<file path="src/rtl/ddr_rdwr_pkg.sv">
package ddr_rdwr_pkg;

   typedef enum logic [2:0] {
      CMD_IDLE = 3'd0,
      CMD_RD   = 3'd1,
      CMD_RDAP = 3'd2,
      CMD_WR   = 3'd3,
      CMD_BST  = 3'd4
   } cmd_e;

   localparam int RULE_NOSTOP = 0;
   localparam int RULE_GAP    = 1;
   localparam int RULE_AP     = 2;
   localparam int NUM_RULES   = 3;

   // largest half-burst select that maps to a distinct length
   localparam int BL_SEL_TOP  = 2;

endpackage

</file>
<file path="src/rtl/rdwr_mode_latch.sv">
module rdwr_mode_latch #(
   parameter int CL_W  = 2,
   parameter int BLS_W = 2,
   parameter int CNT_W = 4
) (
   input  logic             clk,
   input  logic             rst_n,
   input  logic [CL_W-1:0]  cl_int_in,
   input  logic             cl_half_in,
   input  logic [BLS_W-1:0] bl_sel_in,
   output logic [CNT_W-1:0] lat_rnd,
   output logic [CNT_W-1:0] win_len
);
   import ddr_rdwr_pkg::*;

   logic [CL_W-1:0]  cl_q;
   logic             half_q;
   logic [BLS_W-1:0] bls_q;
   logic [CNT_W-1:0] half_burst;

   always_ff @(posedge clk) begin
      if (!rst_n) begin
         cl_q   <= cl_int_in;
         half_q <= cl_half_in;
         bls_q  <= bl_sel_in;
      end
   end

   // rounding up the half clock is simply adding it as a whole clock
   assign lat_rnd = CNT_W'(cl_q) + CNT_W'(half_q);

   always_comb begin
      if (int'(bls_q) >= BL_SEL_TOP)
         half_burst = CNT_W'(1) << BL_SEL_TOP;
      else
         half_burst = CNT_W'(1) << bls_q;
   end

   assign win_len = lat_rnd + half_burst;

endmodule

</file>
<file path="src/rtl/rdwr_read_tracker.sv">
module rdwr_read_tracker #(
   parameter int CNT_W = 4
) (
   input  logic             clk,
   input  logic             rst_n,
   input  logic             rd_start,
   input  logic             rd_autopre,
   input  logic             bst_seen,
   input  logic [CNT_W-1:0] win_len,
   output logic             burst_live,
   output logic             burst_ap,
   output logic             burst_cut
);
   logic [CNT_W-1:0] beats_left;
   logic             ap_q;
   logic             cut_q;

   always_ff @(posedge clk) begin
      if (!rst_n) begin
         beats_left <= '0;
         ap_q       <= 1'b0;
         cut_q      <= 1'b0;
      end else if (rd_start) begin
         beats_left <= win_len;
         ap_q       <= rd_autopre;
         cut_q      <= 1'b0;
      end else begin
         if (beats_left != '0)
            beats_left <= beats_left - CNT_W'(1);
         if (bst_seen)
            cut_q <= 1'b1;
      end
   end

   assign burst_live = (beats_left != '0);
   assign burst_ap   = ap_q;
   assign burst_cut  = cut_q;

endmodule

</file>
<file path="src/rtl/rdwr_stop_timer.sv">
module rdwr_stop_timer #(
   parameter int CNT_W = 4
) (
   input  logic             clk,
   input  logic             rst_n,
   input  logic             bst_seen,
   input  logic [CNT_W-1:0] lat_rnd,
   output logic             too_soon
);
   localparam logic [CNT_W-1:0] AGE_SAT = {CNT_W{1'b1}};

   logic [CNT_W-1:0] age;

   always_ff @(posedge clk) begin
      if (!rst_n)
         age <= AGE_SAT;
      else if (bst_seen)
         age <= CNT_W'(1);
      else if (age != AGE_SAT)
         age <= age + CNT_W'(1);
   end

   assign too_soon = (age < lat_rnd);

endmodule

</file>
<file path="src/rtl/rdwr_rule_eval.sv">
module rdwr_rule_eval #(
   parameter int NR = 3
) (
   input  logic          clk,
   input  logic          rst_n,
   input  logic          clr,
   input  logic          is_wr,
   input  logic          burst_live,
   input  logic          burst_ap,
   input  logic          burst_cut,
   input  logic          too_soon,
   output logic [NR-1:0] pulse,
   output logic [NR-1:0] sticky
);
   import ddr_rdwr_pkg::*;

   logic [NR-1:0] raw;

   always_comb begin
      raw = '0;
      raw[RULE_NOSTOP] = is_wr && burst_live && !burst_ap && !burst_cut;
      raw[RULE_GAP]    = is_wr && too_soon;
      raw[RULE_AP]     = is_wr && burst_live && burst_ap;
   end

   assign pulse = raw & {NR{rst_n}};

   for (genvar gi = 0; gi < NR; gi++) begin : g_sticky
      always_ff @(posedge clk) begin
         if (!rst_n || clr)
            sticky[gi] <= 1'b0;
         else if (pulse[gi])
            sticky[gi] <= 1'b1;
      end
   end

endmodule

</file>
<file path="src/rtl/rdwr_legality_mon.sv">
module rdwr_legality_mon #(
   parameter int CL_W  = 2,
   parameter int BLS_W = 2,
   parameter int CNT_W = 4
) (
   input  logic             clk,
   input  logic             rst_n,
   input  logic [2:0]       cmd,
   input  logic [CL_W-1:0]  cl_int,
   input  logic             cl_half,
   input  logic [BLS_W-1:0] bl_sel,
   input  logic             clr_sticky,
   output logic             viol_nostop,
   output logic             viol_gap,
   output logic             viol_ap,
   output logic [2:0]       sticky_err
);
   import ddr_rdwr_pkg::*;

   localparam int WIN_TOP = (1 << CL_W) + (1 << BL_SEL_TOP);
   localparam int CNT_TOP = (1 << CNT_W) - 1;

   if (WIN_TOP > CNT_TOP) begin : g_bad_cnt
      $error("CNT_W too narrow for the largest burst window");
   end
   if (BLS_W < 2) begin : g_bad_bls
      $error("BLS_W must be at least 2");
   end

   cmd_e             cmd_k;
   logic             is_rd, is_rdap, is_wr, is_bst;
   logic [CNT_W-1:0] lat_rnd, win_len;
   logic             burst_live, burst_ap, burst_cut, too_soon;
   logic [NUM_RULES-1:0] pulse, sticky;

   assign cmd_k   = cmd_e'(cmd);
   assign is_rd   = (cmd_k == CMD_RD);
   assign is_rdap = (cmd_k == CMD_RDAP);
   assign is_wr   = (cmd_k == CMD_WR);
   assign is_bst  = (cmd_k == CMD_BST);

   rdwr_mode_latch #(.CL_W(CL_W), .BLS_W(BLS_W), .CNT_W(CNT_W)) u_mode (
      .clk        (clk),
      .rst_n      (rst_n),
      .cl_int_in  (cl_int),
      .cl_half_in (cl_half),
      .bl_sel_in  (bl_sel),
      .lat_rnd    (lat_rnd),
      .win_len    (win_len)
   );

   rdwr_read_tracker #(.CNT_W(CNT_W)) u_track (
      .clk        (clk),
      .rst_n      (rst_n),
      .rd_start   (is_rd || is_rdap),
      .rd_autopre (is_rdap),
      .bst_seen   (is_bst),
      .win_len    (win_len),
      .burst_live (burst_live),
      .burst_ap   (burst_ap),
      .burst_cut  (burst_cut)
   );

   rdwr_stop_timer #(.CNT_W(CNT_W)) u_stop (
      .clk      (clk),
      .rst_n    (rst_n),
      .bst_seen (is_bst),
      .lat_rnd  (lat_rnd),
      .too_soon (too_soon)
   );

   rdwr_rule_eval #(.NR(NUM_RULES)) u_rules (
      .clk        (clk),
      .rst_n      (rst_n),
      .clr        (clr_sticky),
      .is_wr      (is_wr),
      .burst_live (burst_live),
      .burst_ap   (burst_ap),
      .burst_cut  (burst_cut),
      .too_soon   (too_soon),
      .pulse      (pulse),
      .sticky     (sticky)
   );

   assign viol_nostop = pulse[RULE_NOSTOP];
   assign viol_gap    = pulse[RULE_GAP];
   assign viol_ap     = pulse[RULE_AP];
   assign sticky_err  = sticky;

endmodule

</file>
<file path="config.mk">
export PLATFORM = sky130hd
export DESIGN_NAME = rdwr_legality_mon
export DESIGN_NICKNAME = d
export VERILOG_FILES = /design/src/rtl/ddr_rdwr_pkg.sv /design/src/rtl/rdwr_mode_latch.sv /design/src/rtl/rdwr_read_tracker.sv /design/src/rtl/rdwr_stop_timer.sv /design/src/rtl/rdwr_rule_eval.sv /design/src/rtl/rdwr_legality_mon.sv
export SDC_FILE = /design/constraint.sdc
export NUM_CORES = 1
export LEC_CHECK = 0
export ABC_CLOCK_PERIOD_IN_PS = 2400
export CAP_MARGIN = 20
export CORE_MARGIN = 1.5
export CORE_UTILIZATION = 50
export DETAILED_ROUTE_END_ITERATION = 16
export PLACE_DENSITY = 0.76
export SKIP_LAST_GASP = 1
export SYNTH_ARGS = -nofsm -noshare
export SYNTH_HDL_FRONTEND = slang
export SYNTH_SLANG_ARGS = --single-unit
</file>
<file path="constraint.sdc">
create_clock -name clk -period 2.4 [get_ports clk]
set_input_delay 0.48 -clock clk [delete_from_list [all_inputs] [get_ports clk]]
set_output_delay 0.48 -clock clk [all_outputs]
set_load 0.01 [all_outputs]
</file>
# --- Word level (Yosys, flattened, before mapping) ---
# Index checks and enable logic that the tools add are counted.
totals:
  reg_bits: 18
  input_bits: 11
  output_inout_bits: 6
op_classes:
  add_sub_neg: 4
  order_cmp: 2
  eq_ne: 5
  n_shift: 1
  mux: 5
  bitwise: 2
  reduce_logical: 15
op_table:
  columns: ["op", "count"]
  rows:
  - ["$mux W4", 5]
  - ["$eq A3 B2 Y1 const B", 2]
  - ["$logic_and A1 B1 Y1", 5]
  - ["$add A4 B1 Y4 const B", 1]
  - ["$add A4 B4 Y4", 1]
  - ["$lt A4 B3 Y1", 1]
  - ["$ne A4 B4 Y1 const B", 1]
  - ["$reduce_bool A2 Y1", 2]
  - ["$reduce_bool A4 Y1", 1]
  - ["$reduce_or A2 Y1", 2]
  - ["$shl A1 B2 Y4 const A", 1]
  - ["$sub A4 B1 Y4 const B", 1]
  - ["$add A2 B1 Y3", 1]
  - ["$and A3 B3 Y3", 1]
  - ["$eq A3 B1 Y1 const B", 1]
  - ["$eq A3 B3 Y1 const B", 1]
  - ["$logic_not A1 Y1", 3]
  - ["$ge A2 B2 Y1 const B", 1]
  - ["$logic_or A1 B1 Y1", 2]
  - ["$not A1 Y1", 1]

# --- Depth between registers and ports, before layout ---
# Gate-level depths: netlist of the first run.
depth:
  depth_word: 5
  ltp_mapped: 7

# --- By module ---
# Synthesis of the first run repeated with hierarchy kept, for this count alone.
hier_totals:
  hier_cells: 107
  area_unflattened_um2: 1036.0
modules_own_cells:
  columns: ["module", "n_inst", "cells_per_inst", "area_each_um2"]
  rows:
  - ["rdwr_read_tracker", 1, 37, 331.6]
  - ["rdwr_mode_latch", 1, 21, 284.0]
  - ["rdwr_stop_timer", 1, 28, 254.0]
  - ["rdwr_rule_eval", 1, 16, 128.9]
  - ["rdwr_legality_mon", 1, 5, 37.5]

# --- Worst setup path before layout of the first run ---
# No wires, ideal clock.
synth_timing:
  path_kind: "register to output"
  startpoint: "register u_mode.half_q"
  endpoint: "output viol_gap"
  arrival_ps: 1521
  path_slack_ps: 399
  path_stages_with_launch: 7
  path_buffers: 0
  cell_sequence: "edfxtp_1 > ha_1 > ha_1 > inv_1 > ha_1 > o21ai_0 > o211a_1"
synth_via:
  elab_chain_len: 4
synth_rtl:
  columns: ["item", "line", "rtl"]
  rows:
  - ["start: declaration", "rdwr_mode_latch.sv:17", "logic half_q;"]
  - ["start signal: assignment", "rdwr_mode_latch.sv:24", "half_q <= cl_half_in;"]
  - ["$add A2 B1 Y3", "rdwr_mode_latch.sv:30", "assign lat_rnd = CNT_W'(cl_q) + CNT_W'(half_q);"]
  - ["$lt A4 B3 Y1", "rdwr_stop_timer.sv:23", "assign too_soon = (age < lat_rnd);"]
  - ["$logic_and A1 B1 Y1", "rdwr_rule_eval.sv:22", "raw[RULE_GAP] = is_wr && too_soon;"]
  - ["$and A3 B3 Y3", "rdwr_rule_eval.sv:26", "assign pulse = raw & {NR{rst_n}};"]
  - ["end: declaration", "rdwr_legality_mon.sv:14", "output logic viol_gap,"]
# Every way passes these cells.

# --- Worst setup path in the final report of the first run ---
layout_timing:
  startpoint: "register u_mode.cl_q[0]"
  endpoint: "output viol_gap"
layout_via:
  elab_chain_len: 4
layout_rtl:
  columns: ["item", "line", "rtl"]
  rows:
  - ["start: declaration", "rdwr_mode_latch.sv:16", "logic [CL_W-1:0] cl_q;"]
  - ["start signal: assignment", "rdwr_mode_latch.sv:23", "cl_q <= cl_int_in;"]
  - ["$add A2 B1 Y3", "rdwr_mode_latch.sv:30", null]
  - ["$lt A4 B3 Y1", "rdwr_stop_timer.sv:23", null]
  - ["$logic_and A1 B1 Y1", "rdwr_rule_eval.sv:22", null]
  - ["$and A3 B3 Y3", "rdwr_rule_eval.sv:26", null]
# Every way passes these cells.

==> results.md, run 1 <==
* Status: completed
* WL final at 1890 um
* H-tree depth at 1
* Final #Nets at 140
* Worst setup SP type: register
* FF-to-FF Start: u_mode.cl_q[0]
* Post-route ant nets at 0
* Critical-path top delay cell: edfxtp_1
* Initial antenna violation count at 0
* Die height at between 40 and 50 um
* Setup violators final at 0
* Crit. End Element: output port
* Post-Syn Area at around 950 sq um
* Share of cells above drive strength 1 at between 10% and 20%
* Setup Slack @ Placement at -0.176 ns
* Skew-Pair Late Insertion Delay at 0.29 ns
* Synth warn at 0
* I/O pin cnt at 17
* Top delay family on crit path: adder cells
* Synth top area cells: dfxtp_1, edfxtp_1, ha_1
* # fillers at approximately 140
* Leak at about 0.53 nW
* Tmin final at roughly 2.3 ns
* Num Clock Sinks at 18
* Syn nets at 115
* Core Area at between 1500 and 2000 sq um
* FFs w/ async S/R, synth at 0%
* Highest metal used: met4
* Final GP Congestion at around 0.75
* Final Cycle Share at about 97%
* Row Count at 15
* Synth Area per Inst at about 10 sq um
* Critical Path AT at roughly 1.9 ns
* CTS buffer count at 3
* First-pass GRT wire length at roughly 3000 um
* Die area at roughly 2200 sq um
* Synth area leader: dfxtp_1
* Fin. max-slew vios at 0
* Post-synth top area share at a little over a quarter
* Crit path max fanout at 2
* R2R Path End: u_track.beats_left[3]
* Sequential area share after synthesis at 43.2%
* Clock buffer depth at 2
* Worst hold path depth at 1
* Vias/cell at about 5.3
* Power Density at 847 nW/um^2
* Iteration-0 DRC Markers at 11
* Reg2reg setup slack at about 0.34 ns
* Worst IR Drop VDD at slightly above 0.6 mV
* Grt ovf at 0
* Commonest non-fill, non-tap cells in the layout: dfxtp_1, clkdlybuf4s50_1, nor2_1, buf_4, o21ai_0
* Slew margin rel. at 61.2%
* Area Growth Syn to Fin at 31.4%
* Drt first pass iters at 4
* Crit path cell chain: ha_2 -> ha_4 -> inv_2 -> ha_4 -> o21ai_1 -> o211a_1 -> buf_2
* Largest net degree at the start of global routing at 11
* Min Hold Slack at between 0.4 and 0.5 ns
* Clock slew at the register clock pins of the worst setup and hold paths at ~0.10 ns
* Via count at between 700 and 800
* Hold/Removal Path Class: register to register
* Clock Root Buffer: clkbuf_4
* Prevailing post-synth register cell: dfxtp_1
* Critical path depth in cells at 7
* Cell variety after synth at 33
* Hold Crit Endpoint: u_rules.sticky[1]
* Worst Min Path Start: u_rules.sticky[1]
* CTS tree: yes
* Synthesized flop and latch total at 18
* Starting Density at between 50% and 60%
* Port-buffer cells at 16
* Most common cell after layout, fill and taps aside: dfxtp_1
* Max-Cap Viols at 0
* # DRC at 0
* Final count of hold timing violations at 0
* Crit path top cell by count: ha_4
* F_max at 0.429 GHz
* Vias in the first global route at 729
* Post-synth EDFFs at 5
* Met3 WL post-DR at 33 um
* Die Width at approximately 47 um
* Worst stage delay on the critical path at between 0.3 and 0.4 ns
* Unrepaired setup endpoints after global routing: false
* Worst slew pin tran at between 0.5 and 0.6 ns
* Worst Slack Setup Final at about 0.069 ns
* HPWL Detailed at between 1000 and 1500 um
* CP required at 1.92 ns
* Detailed-route wire length on metal 1 at 846 um
* Ant. Diodes at 0
* Met2 WL at a little under 1000 um
* Total track usage at roughly 20%
* Cell count after synthesis at between 90 and 100
* Final core utilization at between 70% and 80%
* Worst setup path class: register to output port
* Wire per inst at 13.2 um
* Worst Path Buf+Inv at 2
* Setup Skew at approximately 0.00093 ns
* R2R depth at 7
==> layout make-up <==
| type | instances | area (sq um) | area share [%] |
|---|---|---|---|
| Multi-Input combinational cell | 67 | 543 | 43.5 |
| Timing Repair Buffer | 23 | 204 | 16.3 |
| Sequential cell | 18 | 410 | 32.9 |
| Clock buffer | 4 | 36.3 | 2.91 |
| Inverter | 6 | 22.5 | 1.81 |
| Tap cell | 25 | 31.3 | 2.51 |
==> synth_stat cells, drive strengths merged (2+ instances only) <==
master	n
nor3b	3
nand3b	2
xor2	2
a31oi	2
dfxtp	13
mux2i	3
nand3	3
o22ai	2
nor3	3
a21o	2
nand2b	4
nor2	8
inv	6
xnor2	2
ha	9
nand2	2
o21ai	7
edfxtp	5
clkbuf	2
==> registers in the layout (all words and copies together) (netlist names) <==
register and cells:
u_track.burst_cut 1, u_track.burst_ap 1, u_stop.age 4, u_mode.half_q 1, u_mode.bls_q 2, u_rules.sticky 3
u_mode.cl_q 2, u_track.beats_left 4
==> what timing repair did <==
| item | 4_1_cts | 5_1_grt |
|---|---|---|
| endpoints found under the hold margin | 0 | 0 |
| hold buffers | 0 | 0 |
| setup buffers | 0 | 1 |
| setup endpoints to repair | 3 | 1 |
| resized for setup | 12 | 4 |
| pin swaps | 2 | 5 |
==> how the worst max path moves through the flow <==
stage | startpoint | end | slack [ns]
after CTS | u_mode.half_q | viol_gap | -0.01
after global placement | cmd[2] | viol_nostop | -0.15
after global routing | u_mode.cl_q[0] | viol_gap | 0.02
after floorplan | u_mode.half_q | viol_gap | 0.40
final | u_mode.cl_q[0] | viol_gap | 0.07
after detailed placement | cmd[2] | viol_nostop | -0.18
==> metal layers <==
layer | global-route usage, % | vias to the layer above
met5 | 0 | -
met4 | 11.4 | 0
met3 | 3.92 | 4
met2 | 33.3 | 8
met1 | 22.5 | 357
li1 | - | 385
==> logic make-up (layout without fill, tap and decap cells) <==
logic type               after synthesis  in the layout  share of synthesized area (%)
flip-flops                            18             18                           43.2
AO/OA/AOI/OAI                         19             19                           13.2
multiplexers                           4              4                           4.74
buffers and inverters                  9             33                           3.69
adder cells (fa/ha/maj)               10             10                           14.0
AND/OR/NAND/NOR                       30             30                           17.5
XOR/XNOR                               4              4                           3.69
==> power by group <==
group	total, W	internal [W]	switching, W
Clock	0.000184	0.0000924	0.0000920
Sequential	0.000432	0.000373	0.0000589
Combinational	0.000441	0.000251	0.000190
==> through the flow <==
stage | setup TNS, ns | instance area [sq um] | total power (W) | std cells
final | 0 | 1250 | 0.00106 | 143
after global routing | 0 | 1250 | 0.00114 | 143
after floorplan | 0 | 950 | 0.000731 | 94
after global placement | -0.366 | 1170 | 0.000818 | 138
after detailed placement | -0.405 | 1170 | 0.000842 | 138
after CTS | -0.0150 | 1210 | 0.00105 | 142
No activity file was read; power rests on OpenSTA's default activity.
==> run 2, diff against run 1 <==
--- a/config.mk
+++ b/config.mk
@@ -8,10 +8,11 @@
 export ABC_CLOCK_PERIOD_IN_PS = 2400
 export CAP_MARGIN = 20
 export CORE_MARGIN = 1.5
-export CORE_UTILIZATION = 50
+export CORE_UTILIZATION = 45
 export DETAILED_ROUTE_END_ITERATION = 16
-export PLACE_DENSITY = 0.76
+export DONT_BUFFER_PORTS = 1
 export SKIP_LAST_GASP = 1
 export SYNTH_ARGS = -nofsm -noshare
 export SYNTH_HDL_FRONTEND = slang
 export SYNTH_SLANG_ARGS = --single-unit
+export TNS_END_PERCENT = 50
==> run 2 against run 1 <==
Net effect:
- die area increased by 10%
- wire length shrank 16%
- clock-buffer cell count did not move
- first-iteration DRC count is 18% higher
- setup slack improved by 0.037 ns
- final cell count fell by 15%
- sequential power fell by 1%
- cell area decreased by 19%
- critical endpoint unchanged
- largest power group is now sequential cells
==> results.md, run 2 (synthesis gave the netlist of run 1 again) <==
* Status: completed (unchanged)
* Unrepaired setup endpoints after global routing: false (unchanged)
* Share of cells above drive strength 1 at 6.32% (was 17.8%)
* Total track usage at 16.1% (was 19.6%)
* H-tree depth at 1 (unchanged)
* HPWL Detailed at 1230 um (was 1490 um)
* Port-buffer cells at 0 (was 16)
* CP required at 1.92 ns (about the same)
* Largest regs: u_stop.age x4, u_track.beats_left x4, u_rules.sticky x3 (unchanged)
* Clock Root Buffer: clkbuf_4 (unchanged)
* Row Count at 16 (was 15)
* Num Clock Sinks at 18 (unchanged)
* Setup Buffers After CTS at 0 (unchanged)
* Worst stage delay on the critical path at 0.38 ns (was 0.39 ns)
* Wire per inst at 13.0 um (was 13.2 um)
* Via count at 668 (was 754)
* Max-Cap Viols at 0 (unchanged)
* Leak at 0.422 nW (was 0.534 nW)
* WL final at 1580 um (was 1890 um)
* Worst hold path depth at 1 (unchanged)
* # hold bufs at CTS at 0 (unchanged)
* Drt first pass iters at 4 (unchanged)
* R2R Path End: u_track.beats_left[3] (unchanged)
* Area Growth Syn to Fin at 6.59% (was 31.4%)
* Final count of hold timing violations at 0 (unchanged)
* Worst setup path class: register to output port (unchanged)
* First-pass GRT wire length at 2970 um (was 2930 um)
* Most common cell after layout, fill and taps aside: dfxtp_1 (unchanged)
* Reg2reg setup slack at 0.50 ns (was 0.34 ns)
* CTS buffer count at 3 (unchanged)
* Commonest non-fill, non-tap cells in the layout: dfxtp_1, nor2_1, ha_1, inv_1, o21ai_0 (was dfxtp_1, clkdlybuf4s50_1, nor2_1, buf_4, o21ai_0)
* Setup_tns at 0 ns (unchanged)
* Initial antenna violation count at 0 (unchanged)
* I/O pin cnt at 17 (unchanged)
* Post-route ant nets at 0 (unchanged)
* Iteration-0 DRC Markers at 13 (was 11)
* Core Area at 1980 sq um (was 1760 sq um)
* Fin. max-slew vios at 0 (unchanged)
* Worst setup SP type: register (unchanged)
* # fillers at 181 (was 138)
* Hold/Removal Path Class: input port to register (was register to register)
* Setup violators final at 0 (unchanged)
* Worst slew pin tran at 0.609 ns (was 0.580 ns)
* Die height at 48.9 um (was 46.6 um)
* Crit. End Element: output port (unchanged)
* Clock slew at the register clock pins of the worst setup and hold paths at 0.10 ns (about the same)
* Setup Skew at 0.000546 ns (was 0.000928 ns)
* # DRC at 0 (unchanged)
* Clock buffer depth at 2 (unchanged)
* Vias in the first global route at 704 (was 729)
* Die area at 2400 sq um (was 2170 sq um)
* R2R depth at 6 (was 7)
* Hold Crit Endpoint: u_stop.age[3] (was u_rules.sticky[1])
* FF-to-FF Start: u_mode.half_q (was u_mode.cl_q[0])
* Grt ovf at 0 (unchanged)
* Crit path cell chain: ha_2 -> ha_4 -> inv_1 -> ha_1 -> nor3b_1 -> o211a_1 (was ha_2 -> ha_4 -> inv_2 -> ha_4 -> o21ai_1 -> o211a_1 -> buf_2)
* Final Cycle Share at 95.6% (was 97.1%)
* F_max at 0.436 GHz (was 0.429 GHz)
* Largest net degree at the start of global routing at 11 (unchanged)
* Worst Min Path Start: rst_n (was u_rules.sticky[1])
* Crit path max fanout at 3 (was 2)
* Vias/cell at 5.48 (was 5.27)
* Tmin final at 2.29 ns (was 2.33 ns)
* Finished Cell Area at 1010 sq um (was 1250 sq um)
* Power Density at 920 nW/um^2 (was 847 nW/um^2)
* Final #Nets at 117 (was 140)
* Area of the multi-input gates at 519 sq um (was 543 sq um)
* Critical-path top delay cell: edfxtp_1 (unchanged)
* Critical Path AT at 1.81 ns (was 1.85 ns)
* Worst IR Drop VDD at 0.509 mV (was 0.618 mV)
* Storage element area at 410 sq um (unchanged)
* Placed Area at 971 sq um (was 1170 sq um)
* Starting Density at 47.9% (was 53.8%)
* Die Width at 48.9 um (was 46.6 um)
* CTS tree: yes (unchanged)
* Final GP Congestion at 0.764 (was 0.751)
* Slew margin rel. at 59.3% (was 61.2%)
* Ant. Diodes at 0 (unchanged)
* Skew-Pair Late Insertion Delay at 0.28 ns (was 0.29 ns)
[run 2: cell count changes in the layout (fill, tap and decap cells not counted), sizes merged]
cell           change
clkdlybuf4s50     -12
buf                -8
dlygate4sd2        -3
[run 2: layout make-up]
class                   count  share of cell area [%]
well taps                  27                    3.34
multi-input cells          67                    51.3
clock buffers               4                    2.60
flip-flops and latches     18                    40.5
inverters                   6                    2.22
[run 2: worst max-delay path by stage]
| stage | startpoint | end |
|---|---|---|
| 2_1_floorplan | u_mode.half_q | viol_gap |
| 3_3_place_gp | u_mode.half_q | viol_gap |
| 3_5_place_dp | u_mode.half_q | viol_gap |
| 4_1_cts | u_mode.half_q | viol_gap |
| 5_1_grt | u_mode.half_q | viol_gap |
| 6_report | u_mode.half_q | viol_gap |
[run 2: worst max-delay path: cells and delay by family, from the launching register on]
| family | cells | cell delay [ns] |
|---|---|---|
| and+or+nand+nor | 1 | 0.18 |
| buffers and inverters | 1 | 0.05 |
| DFF | 1 | 0.38 |
| adders and majority gates | 3 | 0.67 |
| AOI/OAI and AO/OA | 1 | 0.25 |
[run 2: timing repair]
item                       in CTS  in global routing
cloned                          0                  0
resized for setup               2                  1
pin swaps                       1                  1
setup endpoints to repair       1                  1
[run 2: power breakdown]
part,leakage (nW),switching [W],internal (W)
Clock,0.0150,0.0000867,0.0000645
Sequential,0.156,0.0000540,0.000373
Combinational,0.251,0.000159,0.000194
[run 2: per-layer routing]
layer  global-route usage (%)  routed length, um  part of all wire, %
met1                     22.0                726                   46
met2                     23.5                746                   47
met5                        0                  0                    0
met4                     6.67                 12                 0.76
met3                     4.91                 96                  6.1
[run 2: metrics by stage]
stage	cells	worst slack [ns]	hold WS [ns]	power [W]	util (%)
after floorplan	94	0.399	0.465	0.000731	-
after global placement	118	0.328	0.491	0.000773	49.0
after detailed placement	118	0.295	0.494	0.000783	49.0
after CTS	122	0.0252	0.254	0.000950	50.9
after global routing	122	0.0130	0.247	0.00103	51.1
final	122	0.106	0.266	0.000931	51.1
